**src/rtl/spec_req_pkg.sv**
```systemverilog
package spec_req_pkg;
  typedef enum logic [1:0] {
    ST_IDLE = 2'd0,
    ST_SPEC = 2'd1,
    ST_REAL = 2'd2
  } spec_state_e;

  function automatic int unsigned cnt_width(input int unsigned n);
    return (n > 1) ? $clog2(n) : 1;
  endfunction
endpackage

```
**src/rtl/spec_ctl_bit.sv**
```systemverilog
module spec_ctl_bit (
  input  logic clk,
  input  logic rst_n,
  input  logic ctl_we,
  input  logic ctl_wdata,
  output logic spec_en
);
  logic en_d;
  logic en_q;

  always_comb begin
    en_d = en_q;
    if (ctl_we) en_d = ctl_wdata;
  end

  always_ff @(posedge clk or negedge rst_n) begin
    if (!rst_n)      en_q <= 1'b1;
    else if (ctl_we) en_q <= en_d;
  end

  assign spec_en = en_q;
endmodule

```
**src/rtl/spec_timer.sv**
```systemverilog
module spec_timer #(
  parameter int unsigned HOLD_CYC = 16
) (
  input  logic clk,
  input  logic rst_n,
  input  logic clr,
  input  logic run,
  output logic done
);
  localparam int unsigned CW = spec_req_pkg::cnt_width(HOLD_CYC);
  localparam logic [CW-1:0] LAST = CW'(HOLD_CYC - 1);

  logic [CW-1:0] cnt_d;
  logic [CW-1:0] cnt_q;
  logic          cnt_en;

  assign cnt_en = clr | run;

  always_comb begin
    cnt_d = cnt_q;
    if (clr)      cnt_d = '0;
    else if (run) cnt_d = cnt_q + 1'b1;
  end

  always_ff @(posedge clk or negedge rst_n) begin
    if (!rst_n)      cnt_q <= '0;
    else if (cnt_en) cnt_q <= cnt_d;
  end

  assign done = (cnt_q == LAST);
endmodule

```
**src/rtl/spec_fsm.sv**
```systemverilog
module spec_fsm
  import spec_req_pkg::*;
(
  input  logic clk,
  input  logic rst_n,
  input  logic spec_en,
  input  logic compelled_held,
  input  logic lock_retry,
  input  logic real_req,
  input  logic bus_gnt,
  input  logic tmr_done,
  output logic tmr_clr,
  output logic tmr_run,
  output logic req_q
);
  spec_state_e state_d;
  spec_state_e state_q;
  logic        req_d;

  always_comb begin
    state_d = state_q;
    tmr_clr = 1'b0;
    tmr_run = 1'b0;
    unique case (state_q)
      ST_IDLE: begin
        if (real_req) begin
          state_d = ST_REAL;
        end else if (lock_retry && compelled_held && spec_en) begin
          state_d = ST_SPEC;
          tmr_clr = 1'b1;
        end
      end
      ST_SPEC: begin
        if (real_req)                  state_d = ST_REAL;
        else if (bus_gnt || tmr_done)  state_d = ST_IDLE;
        else                           tmr_run = 1'b1;
      end
      ST_REAL: begin
        if (!real_req) state_d = ST_IDLE;
      end
      default: state_d = ST_IDLE;
    endcase
    req_d = (state_d != ST_IDLE);
  end

  always_ff @(posedge clk or negedge rst_n) begin
    if (!rst_n) begin
      state_q <= ST_IDLE;
      req_q   <= 1'b0;
    end else begin
      state_q <= state_d;
      req_q   <= req_d;
    end
  end
endmodule

```
**src/rtl/spec_req_gen.sv**
```systemverilog
module spec_req_gen #(
  parameter int unsigned HOLD_CYC = 16
) (
  input  logic clk,
  input  logic rst_n,
  input  logic ctl_we,
  input  logic ctl_wdata,
  input  logic compelled_held,
  input  logic lock_retry,
  input  logic real_req,
  input  logic bus_gnt,
  output logic bus_req
);
  logic spec_en;
  logic tmr_clr;
  logic tmr_run;
  logic tmr_done;

  spec_ctl_bit u_ctl (
    .clk       (clk),
    .rst_n     (rst_n),
    .ctl_we    (ctl_we),
    .ctl_wdata (ctl_wdata),
    .spec_en   (spec_en)
  );

  spec_timer #(.HOLD_CYC(HOLD_CYC)) u_tmr (
    .clk   (clk),
    .rst_n (rst_n),
    .clr   (tmr_clr),
    .run   (tmr_run),
    .done  (tmr_done)
  );

  spec_fsm u_fsm (
    .clk            (clk),
    .rst_n          (rst_n),
    .spec_en        (spec_en),
    .compelled_held (compelled_held),
    .lock_retry     (lock_retry),
    .real_req       (real_req),
    .bus_gnt        (bus_gnt),
    .tmr_done       (tmr_done),
    .tmr_clr        (tmr_clr),
    .tmr_run        (tmr_run),
    .req_q          (bus_req)
  );
endmodule

```
**config.mk**
```make
export PLATFORM = sky130hd
export DESIGN_NAME = spec_req_gen
export DESIGN_NICKNAME = d
export VERILOG_FILES = /design/src/rtl/spec_req_pkg.sv /design/src/rtl/spec_ctl_bit.sv /design/src/rtl/spec_timer.sv /design/src/rtl/spec_fsm.sv /design/src/rtl/spec_req_gen.sv
export SDC_FILE = /design/constraint.sdc
export NUM_CORES = 1
export LEC_CHECK = 0
export ABC_CLOCK_PERIOD_IN_PS = 2660
export BUFFER_PORTS_ARGS = -buffer_cell sky130_fd_sc_hd__clkbuf_2
export CAP_MARGIN = 20
export CORE_AREA = 2 2 39 41
export CTS_CLUSTER_SIZE = 28
export DETAILED_ROUTE_END_ITERATION = 8
export DIE_AREA = 0 0 41 43
export GPL_TIMING_DRIVEN = 0
export PLACE_DENSITY_LB_ADDON = 0.08
export SYNTH_ARGS = -nofsm -noshare
export SYNTH_HDL_FRONTEND = slang
export SYNTH_SLANG_ARGS = --single-unit
```
**constraint.sdc**
```tcl
create_clock -name clk -period 2.66 [get_ports clk]
set_clock_uncertainty 0.2 [all_clocks]
set_input_delay 0.798 -clock clk [delete_from_list [all_inputs] [get_ports clk]]
set_output_delay 0.798 -clock clk [all_outputs]
set_load 0.005 [all_outputs]
```
==> results_dict.tcl, run 1 <==
set metrics [dict create \
    numCtsBuffers 3 \
    ys_seq_area_share_pct 52.4 \
    vias 316 \
    grt-busiest-layer "met2" \
    syn_area_um2 384 \
    die_area_mm2 0.00176 \
    synthToLayoutAreaGrowth_pct 22.5 \
    antenna_found_initial 0 \
    syn_avg_cell_area_um2 10.7 \
    cts_tree "done" \
    holdWs_ns 0.183 \
    clk_latency_ns 0.25 \
    start_util_pct 27.8 \
    routed_via_density 4.94 \
    irDropWorstVdd_mv 0.217 \
    layout_commonest_cell "clkbuf_2" \
    nNetsFinal 58 \
    finalWirelength_um 736 \
    crit_fanout 6 \
    grt_use_total_pct 11.8 \
    postCtsSetupBuffers 0 \
    p_leak_nw 0.207 \
    grt_first_pass_wirelength_um 1350 \
    synth_cells 36 \
    final_cell_mix "8 x clkbuf_2, 7 x dfrtp_1, 4 x a21oi_1" \
    antenna_left 0 \
    met2_usage_pct 19.1 \
    clk_pin_slew_worst_paths_ns 0.06 \
    p_total_mw 0.250 \
    final_cell_area_um2 470 \
    crit_required_ns 2.63 \
    powerDensity_mw_per_mm2 531 \
    postCtsHoldBufs 0 \
    n_fill_cell 155 \
    worst_slew_pin_slew_ns 0.517 \
    cts_root_buffer "clkbuf_4" \
    fin_util_pct 34.0 \
    cts.repair.resized 0 \
    drt_iter0_drc 0 \
    grt-ovfl-total 0 \
    grt_pass1_vias 337 \
    drc_errors 0 \
    maxSlewHeadroom_pct 65.0 \
    fin_setup_tns_ns 0 \
    cts.sinks 8 \
    hold_class "in2async" \
    use_met1_pct 13.4 \
    core-area_mm2 0.00138 \
    diodes 0 \
    worstSetupEndpointType "flip-flop" \
    post_synth_num_cell_types 20 \
    final_max_slew_viol_count 0 \
    place.gp.congestion 0.679 \
    die_h_um 43 \
    ios 9 \
    finalSetupViolCount 0 \
    fp-row-count 14 \
    post-dp-hpwl_um 591 \
    rsz0062_at_grt "no" \
    max_freq_ghz 0.470 \
    ys.warnings.count 0 \
    syn_nets 45 \
    post-route-period-util_pct 80.1 \
    outcome "completed" \
    io_buffers 8 \
    grt_max_degree 9 \
    wl_per_cell_um 11.5 \
    reg2reg_slack_ns 0.75 \
    post-route-min-period_ns 2.13 \
    cts_max_path_buffers 2 \
    dpl-instance-area_um2 444 \
    die_x_um 41 \
    cp.arrival_ns 2.10 \
    crit_type "in2reg" \
    htreeDepth 1 \
    layout-drive-gt1-share_pct 33.3 \
    final_hold_viol_count 0 \
    synth_seq_cells 8 \
    cap_violations 0 \
    dr.pass1.iters 1 \
    start_kind "input pin" \
    met3_usage_pct 1.57 \
]
[cells in the mapped netlist]
cell      number  area (um2)
a21boi_0       1        7.51
nand2_1        3        11.3
ha_1           1        12.5
nand3b_1       1        7.51
nor3_1         2        10.0
or4_1          1        7.51
or4b_4         1        13.8
nor4_1         1        6.26
o21ai_0        2        10.0
mux2_2         1        11.3
and3_1         1        6.26
inv_1          2        7.51
nor4b_1        1        8.76
dfstp_2        1        26.3
dfrtp_1        7         175
nand3_1        2        10.0
a21oi_1        4        20.0
o41ai_1        1        8.76
or3_2          2        15.0
nand4b_1       1        8.76
[report_power, final]
part | leakage [nW] | internal (mW) | switching, mW
Clock | 0.0150 | 0.0574 | 0.0413
Sequential | 0.103 | 0.129 | 0.00431
Combinational | 0.0886 | 0.00925 | 0.00861
Total | 0.207 | 0.195 | 0.0542
[critical path, stage by stage]
cell and delay, ns:
clkbuf_2 0.09, or4b_4 0.57, or4_1 0.48, a21oi_1 0.16
[cell families after synthesis]
logic type / after synthesis / synth area share [%]
AOI/OAI and AO/OA: 8 / 12.1
adders and majority gates: 1 / 3.26
buffers and inverters: 2 / 1.96
DFF: 8 / 52.4
muxes: 1 / 2.93
and+or+nand+nor: 16 / 27.4
[flip-flops by register name (all words and copies together), names as in the netlist]
signal and cells:
u_ctl.spec_en 1, u_tmr.cnt_q 4, u_fsm.req_q 1, u_fsm.state_q 2
[path summary, 6_finish.rpt]
kind,cells past startpoint,end,from
setup / recovery,4,u_tmr.cnt_q[3],bus_gnt
hold / removal,1,u_fsm.state_q[0],rst_n
setup reg to reg,3,u_tmr.cnt_q[3],u_fsm.state_q[1]
hold reg to reg,1,u_fsm.state_q[1],u_fsm.state_q[0]
max in group asynchronous,1,u_ctl.spec_en,rst_n
min in group clk,1,u_fsm.state_q[1],u_fsm.state_q[0]
[final cells by class]
cell class | count | area, um2 | area share, %
clock buffer | 4 | 26.3 | 5.59
inverter | 2 | 7.51 | 1.60
multi-input combinational | 26 | 175 | 37.2
sequential | 8 | 201 | 42.8
tap | 16 | 20.0 | 4.26
timing repair buffer | 8 | 40.0 | 8.51
[per-layer routing]
layer / vias to the layer above / part of all wire [%]
met5: - / 0
met4: 0 / 0.68
met3: 2 / 3.5
met2: 5 / 52
met1: 147 / 44
li1: 162 / -
[per-stage QoR]
step / setup WS (ns) / cells
6_report: 0.530 / 64
5_1_grt: 0.467 / 64
4_1_cts: 0.528 / 64
3_5_place_dp: 0.265 / 60
3_3_place_gp: 0.305 / 60
2_1_floorplan: 0.443 / 36
No activity file was read; power rests on OpenSTA's default activity.
==> run 2, diff against run 1 <==
--- a/config.mk
+++ b/config.mk
@@ -5,7 +5,8 @@
 export SDC_FILE = /design/constraint.sdc
 export NUM_CORES = 1
 export LEC_CHECK = 0
-export ABC_CLOCK_PERIOD_IN_PS = 2660
+export ABC_AREA = 1
+export ABC_CLOCK_PERIOD_IN_PS = 2150
 export BUFFER_PORTS_ARGS = -buffer_cell sky130_fd_sc_hd__clkbuf_2
 export CAP_MARGIN = 20
 export CORE_AREA = 2 2 39 41
==> constraint.sdc (replaced) <==
create_clock -name clk -period 2.15 [get_ports clk]
set_clock_uncertainty 0.2 [all_clocks]
set_input_delay 0.645 -clock clk [delete_from_list [all_inputs] [get_ports clk]]
set_output_delay 0.645 -clock clk [all_outputs]
set_load 0.005 [all_outputs]
==> run 2 against run 1 <==
  * Die area unchanged
  * Total power grew 28%
  * Worst hold slack lost 0.16 ns
  * Setup slack improved by 0.069 ns
  * Largest cell class is now multi-input gates
==> results_dict.tcl, run 2 <==
set metrics [dict create \
    cts.repair.resized 0 \
    die_area_mm2 0.00176 \
    antenna_found_initial 0 \
    start_util_pct 31.3 \
    routed_via_density 4.24 \
    layout-drive-gt1-share_pct 36.2 \
    syn_avg_cell_area_um2 9.41 \
    placedCellCount 70 \
    synthToLayoutAreaGrowth_pct 19.9 \
    drc_errors 0 \
    worst_slew_pin_slew_ns 0.216 \
    largest_reg_flops 4 \
    maxSlewHeadroom_pct 85.6 \
    max_freq_ghz 0.645 \
    die_x_um 41 \
    post-route-period-util_pct 72.1 \
    slowest_stage "dfrtp_1" \
    die_h_um 43 \
    ys.warnings.count 0 \
    post-dp-hpwl_um 576 \
    crit_required_ns 1.30 \
    crit_family "flip-flops" \
    final_hold_viol_count 0 \
    core-area_mm2 0.00138 \
    final_max_slew_viol_count 0 \
    start_kind "flip-flop" \
    synth.area.top_cells "dfrtp_1 40%, nand3_1 10%, nand2_1 9.5%, nor2_4 7.8%, dfstp_2 6.1%" \
    wl_met2_um 326 \
    ys_seq_area_share_pct 46.5 \
    worstSetupEndpointType "primary output" \
    diodes 0 \
    finalSetupViolCount 0 \
    reg.largest.list "u_tmr.cnt_q: 4 flops, u_fsm.state_q: 2 flops" \
    layout_commonest_cell "nand2_1" \
    irDropWorstVdd_mv 0.352 \
    cpPeakStageDelay_ns 0.35 \
    wl_per_cell_um 10.1 \
    drt_iter0_drc 0 \
    finalWirelength_um 748 \
    place.gp.congestion 0.688 \
    cts_root_buffer "clkbuf_4" \
    synthTopCellsByCount "11 x nand2_1, 9 x nand3_1, 7 x dfrtp_1" \
    final_cell_area_um2 519 \
    fin_setup_tns_ns 0 \
    yosysTopAreaCell "dfrtp_1" \
    grt-ovfl-total 0 \
    vias 314 \
    io_buffers 8 \
    synth_edf_count 0 \
    post-route-min-period_ns 1.55 \
    p_leak_nw 0.289 \
    grt_first_pass_wirelength_um 1300 \
    postCtsHoldBufs 0 \
    rsz0062_at_grt "no" \
    outcome "completed" \
    nNetsFinal 68 \
    grt_max_degree 10 \
    syn_nets 55 \
    top_register "u_tmr.cnt_q" \
    async_reset_ff_share_pct 100 \
    synth_seq_cells 8 \
    cap_violations 0 \
    numCtsBuffers 3 \
    post_synth_num_cell_types 15 \
    grt_use_total_pct 11.7 \
    cp.arrival_ns 0.71 \
    wirelength_met1_um 386 \
    instances_no_fill 74 \
    synth_cells 46 \
    synth_ff_type "dfrtp_1" \
    highest-signal-layer "met4" \
    dpl-instance-area_um2 493 \
    cts_max_path_buffers 2 \
    cts_tree "done" \
    cts.sinks 8 \
    fp-row-count 14 \
    syn_area_um2 433 \
    powerDensity_mw_per_mm2 617 \
    postCtsSetupBuffers 0 \
    crit_fanout 1 \
    final_cell_mix "11 x nand2_1, 9 x nand3_1, 8 x clkbuf_2" \
    synth_top_area_share_pct 40.5 \
    dr.pass1.iters 1 \
    clk_pin_slew_worst_paths_ns 0.06 \
    p_total_mw 0.320 \
    htreeDepth 1 \
    synthMostInstantiatedCell "nand2_1" \
    crit_chain "clkbuf_2" \
    crit_type "reg2out" \
    crit_buf_inv 1 \
    ios 9 \
    hold_class "in2async" \
    grt_pass1_vias 318 \
    clk_latency_ns 0.26 \
    antenna_left 0 \
    wl_met3_um 27 \
]
run 2: changes by cell type after synthesis, sizes merged, moves of 2 or more:
cell,before,now
a21oi,4,0
inv,2,6
nand2,3,12
nand3,2,11
nor3,2,0
nor2,0,4
o21ai,2,0
or3,2,0
run 2: metal layers:
layer  vias up  track usage, %
met5         -               0
met4         0            8.00
met3         2            4.71
met2         5            15.3
met1       135            14.9
li1        172               -
run 2: worst paths after layout:
kind	startpoint	endpoint	slack [ns]	cells past startpoint
min in group clk	u_tmr.cnt_q[1]	u_tmr.cnt_q[1]	0.37	2
min reg2reg	u_tmr.cnt_q[1]	u_tmr.cnt_q[1]	0.37	2
max reg2reg	u_tmr.cnt_q[0]	u_tmr.cnt_q[0]	0.77	5
max in group asynchronous	rst_n	u_ctl.spec_en	1.46	1
max	u_fsm.req_q	bus_req	0.60	1
min	rst_n	u_tmr.cnt_q[1]	0.03	1
run 2: stage by stage:
stage / worst slack [ns] / util [%] / hold slack (ns)
after detailed placement: 0.587 / 35.6 / 0.305
final: 0.599 / 37.5 / 0.0257
after global placement: 0.573 / 35.6 / 0.310
after global routing: 0.571 / 37.5 / 0.0294
after floorplan: 0.753 / - / 0.149
after CTS: 0.578 / 37.5 / 0.0217
run 2: worst register-to-register path: stages, from the launching register on:
cell     delay [ns]
dfrtp_1        0.42
ha_1           0.25
nand3_2        0.08
nand3_2        0.14
nand3_1        0.12
nand2_1        0.06
run 2: cells by family after synthesis:
kind of cell | synth area share [%]
XOR/XNOR | 2.02
flip-flops | 46.5
multiplexers | 2.60
buffers and inverters | 5.20
AND/OR/NAND/NOR | 40.8
adder cells (fa/ha/maj) | 2.89
run 2: area by class of cell:
type / count / area, um2
tap: 16 / 20.0
multi-input combinational: 32 / 209
timing repair buffer: 8 / 40.0
sequential: 8 / 201
fill: 142 / 865
clock buffer: 4 / 26.3
inverter: 6 / 22.5
run 2: power by group:
| group | internal [mW] | total, mW | switching [mW] |
|---|---|---|---|
| sequential | 0.159 | 0.165 | 0.00615 |
| combinational | 0.0140 | 0.0292 | 0.0152 |
| clock | 0.0712 | 0.126 | 0.0545 |
==> run 3, diff against run 2 <==
--- a/config.mk
+++ b/config.mk
@@ -6,7 +6,7 @@
 export NUM_CORES = 1
 export LEC_CHECK = 0
 export ABC_AREA = 1
-export ABC_CLOCK_PERIOD_IN_PS = 2150
+export ABC_CLOCK_PERIOD_IN_PS = 1370
 export BUFFER_PORTS_ARGS = -buffer_cell sky130_fd_sc_hd__clkbuf_2
 export CAP_MARGIN = 20
 export CORE_AREA = 2 2 39 41
==> constraint.sdc (replaced) <==
create_clock -name clk -period 1.37 [get_ports clk]
set_clock_uncertainty 0.2 [all_clocks]
set_input_delay 0.411 -clock clk [delete_from_list [all_inputs] [get_ports clk]]
set_output_delay 0.411 -clock clk [all_outputs]
set_load 0.005 [all_outputs]
==> run 3 against run 2 <==
  * Final cell count up 1.4%
  * Sequential power up 59%
  * Clock-buffer cell count unchanged
  * Combinational power up 72%
==> results_dict.tcl, run 3 (synthesis gave the netlist of run 2 again) <==
set metrics [dict create \
    final_cell_mix "11 x nand2_1, 9 x nand3_1, 8 x clkbuf_2" \
    placedCellCount 70 \
    core-area_mm2 0.00138 \
    antenna_left 0 \
    ios 9 \
    cts_root_buffer "clkbuf_4" \
    clk_latency_ns 0.26 \
    grt_use_total_pct 11.9 \
    grt_max_degree 10 \
    hp-start "ctl_wdata" \
    dr.pass1.iters 3 \
    reg.largest.list "u_tmr.cnt_q: 4 flops, u_fsm.state_q: 2 flops" \
    start_kind "flip-flop" \
    antenna_found_initial 0 \
    grt_pass1_vias 332 \
    post-route-period-util_pct 96.0 \
    cts_max_path_buffers 2 \
    grt_first_pass_wirelength_um 1320 \
    maxSlewHeadroom_pct 85.6 \
    wl_per_cell_um 10.6 \
    cp.arrival_ns 0.70 \
    die_x_um 41 \
    die_area_mm2 0.00176 \
    rr_worst_depth 6 \
    clk_pin_slew_worst_paths_ns 0.05 \
    cpPeakStageDelay_ns 0.35 \
    powerDensity_mw_per_mm2 930 \
    worst_slew_pin_slew_ns 0.216 \
    final_hold_viol_count 0 \
    r2r_end "u_tmr.cnt_q[0]" \
    hold_class "in2reg" \
    n_fill_cell 139 \
    largest_reg_flops 4 \
    instances_no_fill 75 \
    drt_iter0_drc 4 \
    postCtsSetupBuffers 0 \
    finalWirelength_um 797 \
    start_util_pct 31.3 \
    slowest_stage "dfrtp_1" \
    crit_required_ns 0.76 \
    crit_type "reg2out" \
    crit_fanout 1 \
    synthToLayoutAreaGrowth_pct 27.5 \
    top_register "u_tmr.cnt_q" \
    vias 339 \
    drc_errors 0 \
    finalSetupViolCount 0 \
    post-route-min-period_ns 1.32 \
    layout-drive-gt1-share_pct 42.4 \
    crit_buf_inv 1 \
    nNetsFinal 69 \
    outcome "completed" \
    max_freq_ghz 0.760 \
    cap_violations 0 \
    min_to "u_ctl.spec_en" \
    grt-ovfl-total 0 \
    rsz0062_at_grt "no" \
    hold_depth 2 \
    cts_tree "done" \
    place.gp.congestion 0.688 \
    routed_via_density 4.52 \
    final_max_slew_viol_count 0 \
    numCtsBuffers 3 \
    fin_setup_tns_ns 0 \
    worst_r2r_startpoint "u_tmr.cnt_q[1]" \
    crit_chain "clkbuf_2" \
    layout_commonest_cell "nand2_1" \
    p_leak_nw 0.284 \
    reg2reg_slack_ns 0.08 \
    worstSetupEndpointType "primary output" \
    io_buffers 8 \
    die_h_um 43 \
    diodes 0 \
    irDropWorstVdd_mv 0.563 \
    crit_family "flip-flops" \
    post-dp-hpwl_um 576 \
    fp-row-count 14 \
    htreeDepth 1 \
    cts.sinks 8 \
]
==> run 3: changes by cell type in the layout (fill, tap and decap cells not counted), sizes merged <==
cell,previous run,this run
dlygate4sd3,0,1
==> run 3: layout make-up <==
cell class                 count  area, um2  area share [%]
clock buffer                   4       26.3            4.76
timing repair buffer           9       50.0            9.07
multi-input combinational     32        229            41.5
sequential                     8        204            37.0
tap                           16       20.0            3.63
inverter                       6       22.5            4.08
==> run 3: metrics by stage <==
step / hold WS [ns] / worst slack [ns] / util [%] / instance area (um2) / power [mW]
final: 0.193 / 0.0542 / 39.9 / 552 / 0.513
after global routing: 0.187 / 0.0141 / 39.9 / 552 / 0.543
after CTS: 0.181 / 0.00123 / 38.2 / 529 / 0.519
after detailed placement: 0.0713 / 0.0123 / 35.6 / 493 / 0.311
after global placement: 0.0760 / 0.00679 / 35.6 / 493 / 0.311
after floorplan: -0.0846 / 0.112 / - / 433 / 0.287
==> run 3: timing repair <==
item / CTS / global route
resized for setup: 0 / 6
endpoints found under the hold margin: 7 / 0
hold buffers: 1 / 0
setup endpoints to repair: 0 / 4
==> run 3: worst reg2reg max path: stages (launching register included) <==
cell and delay, ns:
dfrtp_2 0.44, ha_4 0.17, nand3_2 0.09, inv_2 0.05, nor2_4 0.12, nand3_1 0.08
nand2_1 0.07
==> run 3: power by group <==
group          switching (mW)  total [mW]  internal [mW]
clock                  0.0886       0.200          0.112
combinational          0.0251      0.0501         0.0250
sequential             0.0118       0.263          0.251
==> run 3: worst max-delay path by stage <==
| stage | start | end | slack (ns) | cells past startpoint |
|---|---|---|---|---|
| final | u_fsm.req_q | bus_req | 0.05 | 1 |
| after global routing | u_tmr.cnt_q[1] | u_tmr.cnt_q[0] | 0.01 | 6 |
| after CTS | u_tmr.cnt_q[0] | u_tmr.cnt_q[0] | 0.001 | 5 |
| after detailed placement | u_tmr.cnt_q[0] | u_tmr.cnt_q[0] | 0.01 | 5 |
| after global placement | u_tmr.cnt_q[0] | u_tmr.cnt_q[1] | 0.007 | 5 |
| after floorplan | u_tmr.cnt_q[0] | u_tmr.cnt_q[0] | 0.11 | 5 |
==> run 3: routing by layer <==
metal  part of all wire (%)  vias up  track usage (%)
met4                   0.88        0             8.00
met5                      0        -                0
met3                    3.5        2             4.71
met1                     51      156             14.2
met2                     44        5             16.6
li1                       -      176                -
